### src/rtl/qdac_pkg.sv
package qdac_pkg;
  localparam int unsigned NCH_DEF    = 4;
  localparam int unsigned CODE_W_DEF = 8;
  localparam int unsigned SYNC_DEF   = 2;

  typedef enum logic {
    KIND_DATA = 1'b0,
    KIND_CTRL = 1'b1
  } word_kind_e;
endpackage

### src/rtl/qdac_in_sync.sv
module qdac_in_sync #(
  parameter int unsigned STAGES = 2
) (
  input  logic clk_i,
  input  logic rst_ni,
  input  logic d_i,
  output logic q_o
);
  logic [STAGES-1:0] sync_q;

  generate
    if (STAGES == 1) begin : g_one
      always_ff @(posedge clk_i or negedge rst_ni) begin
        if (!rst_ni) sync_q <= '0;
        else         sync_q <= d_i;
      end
    end else begin : g_many
      always_ff @(posedge clk_i or negedge rst_ni) begin
        if (!rst_ni) sync_q <= '0;
        else         sync_q <= {sync_q[STAGES-2:0], d_i};
      end
    end
  endgenerate

  assign q_o = sync_q[STAGES-1];
endmodule

### src/rtl/qdac_word_rx.sv
module qdac_word_rx #(
  parameter int unsigned WORD_W   = 12,
  parameter int unsigned ZERO_RUN = WORD_W
) (
  input  logic              clk_i,
  input  logic              rst_ni,
  input  logic              en_i,
  input  logic              bit_stb_i,
  input  logic              bit_i,
  output logic              word_vld_o,
  output logic [WORD_W-1:0] word_o
);
  localparam int unsigned CNT_W = $clog2(WORD_W + 1);
  localparam int unsigned ZC_W  = $clog2(ZERO_RUN + 1);

  logic [WORD_W-1:0] shift_q;
  logic [CNT_W-1:0]  cnt_q;
  logic [ZC_W-1:0]   zc_q;
  logic              vld_q;
  logic              resync_q;

  always_ff @(posedge clk_i or negedge rst_ni) begin
    if (!rst_ni) begin
      shift_q  <= '0;
      cnt_q    <= '0;
      zc_q     <= '0;
      vld_q    <= 1'b0;
      resync_q <= 1'b0;
    end else begin
      vld_q    <= 1'b0;
      resync_q <= 1'b0;
      if (!en_i) begin
        cnt_q <= '0;
        zc_q  <= '0;
      end else if (bit_stb_i) begin
        shift_q <= {shift_q[WORD_W-2:0], bit_i};
        if (!bit_i && zc_q == ZC_W'(ZERO_RUN - 1)) begin
          // zero run complete: realign, suppress any write
          zc_q     <= '0;
          cnt_q    <= '0;
          resync_q <= 1'b1;
        end else begin
          zc_q <= bit_i ? '0 : zc_q + 1'b1;
          if (cnt_q == CNT_W'(WORD_W - 1)) begin
            cnt_q <= '0;
            vld_q <= 1'b1;
          end else begin
            cnt_q <= cnt_q + 1'b1;
          end
        end
      end
    end
  end

  assign word_vld_o = vld_q;
  assign word_o     = shift_q;

  a_r1_cnt_bound: assert property (@(posedge clk_i) disable iff (!rst_ni)
    cnt_q < CNT_W'(WORD_W));
  a_r1_word_needs_bit: assert property (@(posedge clk_i) disable iff (!rst_ni)
    vld_q |-> $past(bit_stb_i && en_i));
  a_r2_disabled_idle: assert property (@(posedge clk_i) disable iff (!rst_ni)
    !en_i |=> (cnt_q == '0 && !vld_q));
  a_r9_resync_no_word: assert property (@(posedge clk_i) disable iff (!rst_ni)
    resync_q |-> (!vld_q && cnt_q == '0));
endmodule

### src/rtl/qdac_chan_regs.sv
module qdac_chan_regs #(
  parameter int unsigned NCH    = 4,
  parameter int unsigned CODE_W = 8,
  parameter int unsigned SEL_W  = $clog2(NCH),
  parameter int unsigned WORD_W = 2 + SEL_W + CODE_W
) (
  input  logic                           clk_i,
  input  logic                           rst_ni,
  input  logic                           word_vld_i,
  input  logic [WORD_W-1:0]              word_i,
  input  logic                           en_fall_i,
  output logic [NCH-1:0][CODE_W:0]       out_o
);
  import qdac_pkg::*;

  localparam int unsigned KIND_BIT = WORD_W - 1;

  logic [NCH-1:0][CODE_W:0] in_q, in_nxt, out_q;
  logic                     mode_q;
  logic                     is_ctrl, wr_data, set_mode, xfer_all;
  logic [SEL_W-1:0]         sel;
  logic [CODE_W:0]          payload;

  assign is_ctrl  = word_kind_e'(word_i[KIND_BIT]) == KIND_CTRL;
  assign sel      = word_i[KIND_BIT-1 -: SEL_W];
  assign payload  = word_i[CODE_W:0];
  assign wr_data  = word_vld_i && !is_ctrl;
  assign set_mode = word_vld_i && is_ctrl && word_i[0];
  assign xfer_all = set_mode || (en_fall_i && !mode_q);

  always_comb begin
    in_nxt = in_q;
    if (wr_data) in_nxt[sel] = payload;
  end

  always_ff @(posedge clk_i or negedge rst_ni) begin
    if (!rst_ni) begin
      in_q   <= '0;
      out_q  <= '0;
      mode_q <= 1'b0;
    end else begin
      in_q   <= in_nxt;
      mode_q <= mode_q | set_mode;
      if (xfer_all)               out_q      <= in_nxt;
      else if (mode_q && wr_data) out_q[sel] <= payload;
    end
  end

  assign out_o = out_q;

  a_r8_mode_sticky: assert property (@(posedge clk_i) disable iff (!rst_ni)
    mode_q |=> mode_q);
  a_r4_out_hold: assert property (@(posedge clk_i) disable iff (!rst_ni)
    (!mode_q && !en_fall_i && !set_mode) |=> $stable(out_q));
  a_r4_fall_xfer: assert property (@(posedge clk_i) disable iff (!rst_ni)
    (en_fall_i && !mode_q) |=> (out_q == in_q));
  a_r6_enter_single: assert property (@(posedge clk_i) disable iff (!rst_ni)
    set_mode |=> (mode_q && out_q == in_q));
  a_r7_single_write: assert property (@(posedge clk_i) disable iff (!rst_ni)
    (mode_q && wr_data) |=> (out_q[$past(sel)] == $past(payload)));
endmodule

### src/rtl/qdac_serial_ctrl.sv
module qdac_serial_ctrl #(
  parameter int unsigned NCH         = qdac_pkg::NCH_DEF,
  parameter int unsigned CODE_W      = qdac_pkg::CODE_W_DEF,
  parameter int unsigned SYNC_STAGES = qdac_pkg::SYNC_DEF
) (
  input  logic                  clk_i,
  input  logic                  rst_ni,
  input  logic                  sdata_i,
  input  logic                  sclk_i,
  input  logic                  sen_i,
  output logic [NCH*CODE_W-1:0] code_o,
  output logic [NCH-1:0]        range_o
);
  localparam int unsigned SEL_W  = $clog2(NCH);
  localparam int unsigned WORD_W = 2 + SEL_W + CODE_W;
  localparam int unsigned NIN    = 3;

  logic [NIN-1:0] raw_in, sync_in;
  logic           data_s, sclk_s, en_s;
  logic           sclk_d_q, en_d_q;
  logic           sclk_fall, en_fall, bit_stb;
  logic                     word_vld;
  logic [WORD_W-1:0]        word;
  logic [NCH-1:0][CODE_W:0] chan_out;

  assign raw_in = {sen_i, sclk_i, sdata_i};

  generate
    for (genvar i = 0; i < NIN; i++) begin : g_sync
      qdac_in_sync #(.STAGES(SYNC_STAGES)) u_sync (
        .clk_i (clk_i),
        .rst_ni(rst_ni),
        .d_i   (raw_in[i]),
        .q_o   (sync_in[i])
      );
    end
  endgenerate

  assign {en_s, sclk_s, data_s} = sync_in;

  always_ff @(posedge clk_i or negedge rst_ni) begin
    if (!rst_ni) begin
      sclk_d_q <= 1'b0;
      en_d_q   <= 1'b0;
    end else begin
      sclk_d_q <= sclk_s;
      en_d_q   <= en_s;
    end
  end

  assign sclk_fall = sclk_d_q && !sclk_s;
  assign en_fall   = en_d_q && !en_s;
  assign bit_stb   = sclk_fall && en_s;

  qdac_word_rx #(.WORD_W(WORD_W)) u_rx (
    .clk_i     (clk_i),
    .rst_ni    (rst_ni),
    .en_i      (en_s),
    .bit_stb_i (bit_stb),
    .bit_i     (data_s),
    .word_vld_o(word_vld),
    .word_o    (word)
  );

  qdac_chan_regs #(
    .NCH   (NCH),
    .CODE_W(CODE_W),
    .SEL_W (SEL_W),
    .WORD_W(WORD_W)
  ) u_regs (
    .clk_i     (clk_i),
    .rst_ni    (rst_ni),
    .word_vld_i(word_vld),
    .word_i    (word),
    .en_fall_i (en_fall),
    .out_o     (chan_out)
  );

  generate
    for (genvar ch = 0; ch < NCH; ch++) begin : g_out
      assign code_o[ch*CODE_W +: CODE_W] = chan_out[ch][CODE_W-1:0];
      assign range_o[ch]                 = chan_out[ch][CODE_W];
    end
  endgenerate
endmodule

### config.mk
export PLATFORM = sky130hd
export DESIGN_NAME = qdac_serial_ctrl
export DESIGN_NICKNAME = d
export VERILOG_FILES = /design/src/rtl/qdac_pkg.sv /design/src/rtl/qdac_in_sync.sv /design/src/rtl/qdac_word_rx.sv /design/src/rtl/qdac_chan_regs.sv /design/src/rtl/qdac_serial_ctrl.sv
export SDC_FILE = /design/constraint.sdc
export NUM_CORES = 1
export LEC_CHECK = 0
export BUFFER_PORTS_ARGS = -buffer_cell sky130_fd_sc_hd__buf_4
export CELL_PAD_IN_SITES_DETAIL_PLACEMENT = 1
export CELL_PAD_IN_SITES_GLOBAL_PLACEMENT = 2
export CORE_MARGIN = 1.5
export CORE_UTILIZATION = 39
export CTS_BUF_LIST = sky130_fd_sc_hd__clkbuf_16
export DETAILED_ROUTE_END_ITERATION = 10
export GPL_TIMING_DRIVEN = 0
export HOLD_SLACK_MARGIN = 0.05
export PLACE_DENSITY = 0.83
export SLEW_MARGIN = 20
export SYNTH_ARGS = -nofsm -noshare
export SYNTH_HDL_FRONTEND = slang
export SYNTH_SLANG_ARGS = --single-unit
### constraint.sdc
create_clock -name clk_i -period 1.94 [get_ports clk_i]
set_input_delay 0.194 -clock clk_i [delete_from_list [all_inputs] [get_ports clk_i]]
set_output_delay 0.194 -clock clk_i [all_outputs]
set_load 0.005 [all_outputs]
* After elaboration in Yosys (flattened, before gate mapping)
Cells that the tools add are included.
Operators by class: add/subtract/negate cells 2, multiply operators 0, divide/modulo/power cells 0, $lt $le $gt $ge 2, equality and inequality tests 3, shifts and indexed selects 0, muxes and demuxes 19, bitwise logic cells 1, reductions and logical operators 18
Operator list (number):
- $mux W36 | 3
- $bwmux W36 | 2
- $mux W4 | 8
- $demux W9 S2 | 1
- $logic_and A1 B1 Y1 | 10
- $mux W9 | 1
- $add A4 B1 Y4 const B | 2
- $eq A4 B4 Y1 const B | 2
- $logic_not A1 Y1 | 5
- $mux W1 | 4
- $lt A2 B3 Y1 const B | 1
- $ge A2 B1 Y1 const B | 1
- $ne A2 B2 Y1 const B | 1
- $reduce_and A2 Y1 | 1
- $reduce_bool A2 Y1 | 1
- $logic_or A1 B1 Y1 | 1
- $or A1 B1 Y1 | 1
Storage, ports and cells: flip-flop bits (word level) 102, bits in latches 0, bits in writable memories 0, bits in read-only memories 0, output and inout port bits 36, memories 0

* Longest topological paths before layout
depth after elaboration 7, mapped depth 6, depth with buffers taken out 4

* Cells and area by module
Synthesis repeated with hierarchy kept, for this count alone.
Second synthesis, totals: cells, all modules 460, area, all modules 4680.7 um^2
By module, submodules not included:
- qdac_chan_regs | times used 1, cells an instance 372, area each 3463.3 um^2, seq. area each 1826.8 um^2
- qdac_word_rx | times used 1, cells an instance 78, area each 1002.2 um^2, seq. area each 525.5 um^2
- qdac_in_sync | times used 3, cells an instance 2, area each 50.0 um^2, seq. area each 50.0 um^2
- qdac_serial_ctrl | times used 1, cells an instance 4, area each 65.1 um^2, seq. area each 50.0 um^2

* Worst setup path after synthesis
Ideal clock, no wire load.
kind reg-to-reg, start register u_rx.shift_q[11], in the netlist u_rx.word_o[11], end register u_regs.out_q, in the netlist u_regs.out_o[0], library setup time 0.126 ns, data arrival time 1.583 ns, required time 1.814 ns, path slack 0.231 ns, stages on the path, launching flop included 6, buffers on the path 2, clock period less this slack 1.709 ns, cell sequence dfrtp_1 > buf_6 > or4b_4 > buf_6 > a21boi_4 > a221o_1
Between the ends: longest elaborated chain between the ends 4, elaborated cells between the ends (all ways) 9, classes of those cells 2 x mux; 7 x reduce/logical
Ends and longest elaborated chain:
- from (decl) | line qdac_word_rx.sv:16 | logic [WORD_W-1:0] shift_q;
- from (signal assigned) | line qdac_word_rx.sv:36 | shift_q <= {shift_q[WORD_W-2:0], bit_i};
- $logic_not A1 Y1 / $logic_and A1 B1 Y1 (equally long branches) | line qdac_chan_regs.sv:27, qdac_chan_regs.sv:28
- $logic_and A1 B1 Y1 (on tied branches) | line qdac_chan_regs.sv:27, qdac_chan_regs.sv:28
- $mux W36 (tied with other cells) | line qdac_chan_regs.sv:33 | if (wr_data) in_nxt[sel] = payload;
- $mux W36 / $reduce_bool A2 Y1 (equally long branches)
- to (signal assigned) | line qdac_chan_regs.sv:44 | if (xfer_all) out_q <= in_nxt;
- to (signal, indexed assignment) | line qdac_chan_regs.sv:45 | else if (mode_q && wr_data) out_q[sel] <= payload;
- to (decl) | line qdac_chan_regs.sv:18 | logic [NCH-1:0][CODE_W:0] in_q, in_nxt, out_q;
Parallel ways exist; a longest one is shown, timed or not. A chain may end at the register's enable or synchronous reset.

* Worst setup path in the final report
start register u_regs.mode_q, end register u_regs.out_q, in the netlist u_regs.out_o[22]
Between the ends: longest elaborated chain between the ends 4, elaborated cells between the ends (all ways) 6, classes of those cells 1 x mux; 5 x reduce/logical
Ends and longest elaborated chain:
- from (decl) | line qdac_chan_regs.sv:19 | logic mode_q;
- from (signal assigned) | line qdac_chan_regs.sv:43 | mode_q <= mode_q | set_mode;
- $logic_not A1 Y1 | line qdac_chan_regs.sv:29 | assign xfer_all = set_mode || (en_fall_i && !mode_q);
- $logic_and A1 B1 Y1 | line qdac_chan_regs.sv:29
- $logic_or A1 B1 Y1 | line qdac_chan_regs.sv:29
- $mux W36 / $reduce_bool A2 Y1 (equally long branches)
Parallel ways exist; a longest one is shown, timed or not.

==> qor.txt <==
final WL = 10900 um
Die Span Y = 108 um
Post-CTS Setup Inserts = 0
Crit-path slowest cell = or3b_2
H-tree levels = 3
endpoints failing hold = 0
IO Pins = 41
Final Worst Setup Slack = 66.9 ps
Slew Limit Headroom = 0.377
switching part of the total = 0.237
Placer Congestion = 0.739
worst path cell trace = buf_6, or3b_2, buf_2, a21boi_2, a221o_1
first-pass GRT wire length = 18100 um
Initial DRC Count = 263
critical path class = flop to flop
post-route minimum period = 1870 ps
Max Slew Vio Count = 0
Clock Latency Late Sink = 350 ps
distinct cell type count after synthesis = 40
area of the mapped netlist = 4290 um2
routed via count divided by cell count = 5.65
crit path launch = u_regs.mode_q
DP HPWL = 6870 um
clock group share of total power = 0.467
crit end category = flop
sequential cell area fraction in the yosys report = 0.595
Seq pwr share = 0.463
DRC Markers = 0
Reg2Reg Launch Point = u_regs.mode_q
Worst-Margin Slew = 934 ps
PwrDens = 908 nW/um2
post-route design area = 5250 um2
Core Rows = 38
Max Cap Viol = 0
total number of vias = 3224
Net Count, Synth = 378
Peak VDD IR = 0.356 mV
Final ANT Viol Nets = 0
number of I/O port buffers = 40
internal power = 3.64 mW
Req. time, crit path = 2230 ps
pre-CTS setup slack = -40.1 ps
Area growth, synth to finish = 22.3%
Sw Pwr = 1.13 mW
CP arrival = 2160 ps
DIE WIDTH = 108 um
fraction of layout cells with a size suffix above 1 = 0.206
Synth Area per Inst = 11.6 um2
root buf cell = clkbuf_16
CTS Buf Count = 9
initial antenna violation count = 0
post-synth top area cell = dfrtp_1
status = finished clean
Leak Pwr = 2.37 nW
EDFF count, synth = 0
Cells after Synth = 371
Critical Path Start Type = flop
Max Freq = 534 MHz
vias in the first global route = 3410
Antenna diodes = 0
First-pass DRT Iterations = 6
slowest stage delay, CP = 450 ps
die area = 11600 um2
hold_ws = 352 ps
final layout net count = 433
fillers = 1141
top cells by area, synth = dfrtp_1, a221o_1, a211oi_1, o21ai_0, nand2_1
gr usage total = 0.207
power share of the combinational group = 0.070
RSZ-0062 raised after global routing = yes
ys flop type = dfrtp_1
TritonCTS sink count = 102
area share of the largest cell type after synthesis = 0.595
largest net degree at the start of global routing = 103
Clock transition at path regs = 70 ps
drt wl/cell = 19.0 um
commonest non-fill, non-tap cell in the layout = dfrtp_1
Post-synth ARST share = 1.00
final setup vio count = 0
Max Fanout on Critical Path = 9
Initial Util = 0.398
CORE AREA = 10800 um2
synthesized flop and latch total = 102
CTS tree = built
Hold Startpoint = g_sync[1].u_sync.sync_q[0]
min-delay worst type = flop to flop
placed cell areas = 4770 um2
post-route clock period utilization = 0.966
grt ovf = 0
CTS Buffer Depth = 2
Yosys warning total = 0
Clock Skew = 11.4 ps
most frequent cells in the layout = dfrtp_1, nand2_1, o21ai_0
==> stage by stage <==
stage	std cells	utilization	setup TNS [ps]	power (mW)
final	571	0.486	0	4.77
after global routing	571	0.486	-9.59	4.93
after CTS	571	0.480	-477	4.81
after detailed placement	551	0.442	-338	2.57
after global placement	551	0.442	0	2.56
after floorplan	371	-	0	2.39
==> final timing paths <==
check,endpoint,slack (ps),cells past startpoint
setup / recovery,u_regs.out_o[22],70,5
hold / removal,g_sync[1].u_sync.sync_q[1],350,0
setup reg to reg,u_regs.out_o[22],70,5
hold reg to reg,g_sync[1].u_sync.sync_q[1],350,0
max in group asynchronous,u_rx.zc_q[0],780,2
min in group asynchronous,u_regs.in_q[0],510,2
==> area by class of cell <==
type	instances	area, um2	share of cell area
Tap cell	140	175	0.0334
Multi-Input combinational cell	229	1610	0.308
Buffer	28	150	0.0286
Timing Repair Buffer	44	344	0.0656
Inverter	12	45.0	0.00858
Sequential cell	102	2550	0.486
Clock inverter	7	143	0.0272
Clock buffer	9	225	0.0429
==> power groups by stage <==
| stage | clock network (mW) | logic, mW | registers (mW) |
|---|---|---|---|
| 2_1_floorplan | 0 | 0.151 | 2.24 |
| 3_3_place_gp | 0 | 0.316 | 2.24 |
| 3_5_place_dp | 0 | 0.324 | 2.25 |
| 4_1_cts | 2.27 | 0.331 | 2.21 |
| 5_1_grt | 2.35 | 0.371 | 2.22 |
| 6_report | 2.22 | 0.336 | 2.21 |
==> sequential cells by signal, summed over array words and instances (netlist names) <==
name and count:
u_regs.mode_q 1, g_sync.u_sync.sync_q 6, sclk_d_q 1, u_rx.word_o 12, u_rx.word_vld_o 1, u_regs.out_o 36, en_d_q 1, u_rx.cnt_q 4
u_regs.in_q 36, u_rx.zc_q 4
==> repair_timing <==
action,4_1_cts,5_1_grt
hold buffers,4,0
gates resized for setup,0,21
pin swaps,0,2
endpoints found under the hold margin,105,0
setup endpoints to repair,20,37
==> cell families after synthesis <==
group | after synthesis | share of synthesized area
and+or+nand+nor | 87 | 0.105
buffers and inverters | 40 | 0.0437
adders and majority gates | 2 | 0.00583
DFF | 102 | 0.595
AOI/OAI and AO/OA | 139 | 0.248
xor gates and xnor gates | 1 | 0.00204
==> layer usage <==
layer / GRT usage / vias to the layer above / wire (um)
met4: 0.0752 / 0 / 200
met3: 0.0393 / 15 / 376
met1: 0.295 / 1651 / 5360
li1: - / 1503 / -
met5: 0 / - / 0
met2: 0.314 / 55 / 4920
==> synth_stat cells, drive strengths merged (2+ instances only) <==
| cell | number |
|---|---|
| nand4bb | 2 |
| a21boi | 5 |
| o2bb2ai | 2 |
| nand2b | 4 |
| nor2b | 2 |
| nand3b | 4 |
| ha | 2 |
| nor3b | 4 |
| a311oi | 2 |
| clkbuf | 19 |
| or3b | 2 |
| buf | 9 |
| a211oi | 39 |
| dfrtp | 102 |
| inv | 11 |
| and3b | 3 |
| a221o | 36 |
| nand2 | 54 |
| o21ai | 51 |
| nand3 | 7 |
==> critical path, delay by kind of cell, from the launching register on <==
family	cells	cell delay [ps]
compound gates	2	630
buf+inv	2	350
flops	1	370
simple gates	1	450
No activity file was read; power rests on OpenSTA's default activity.
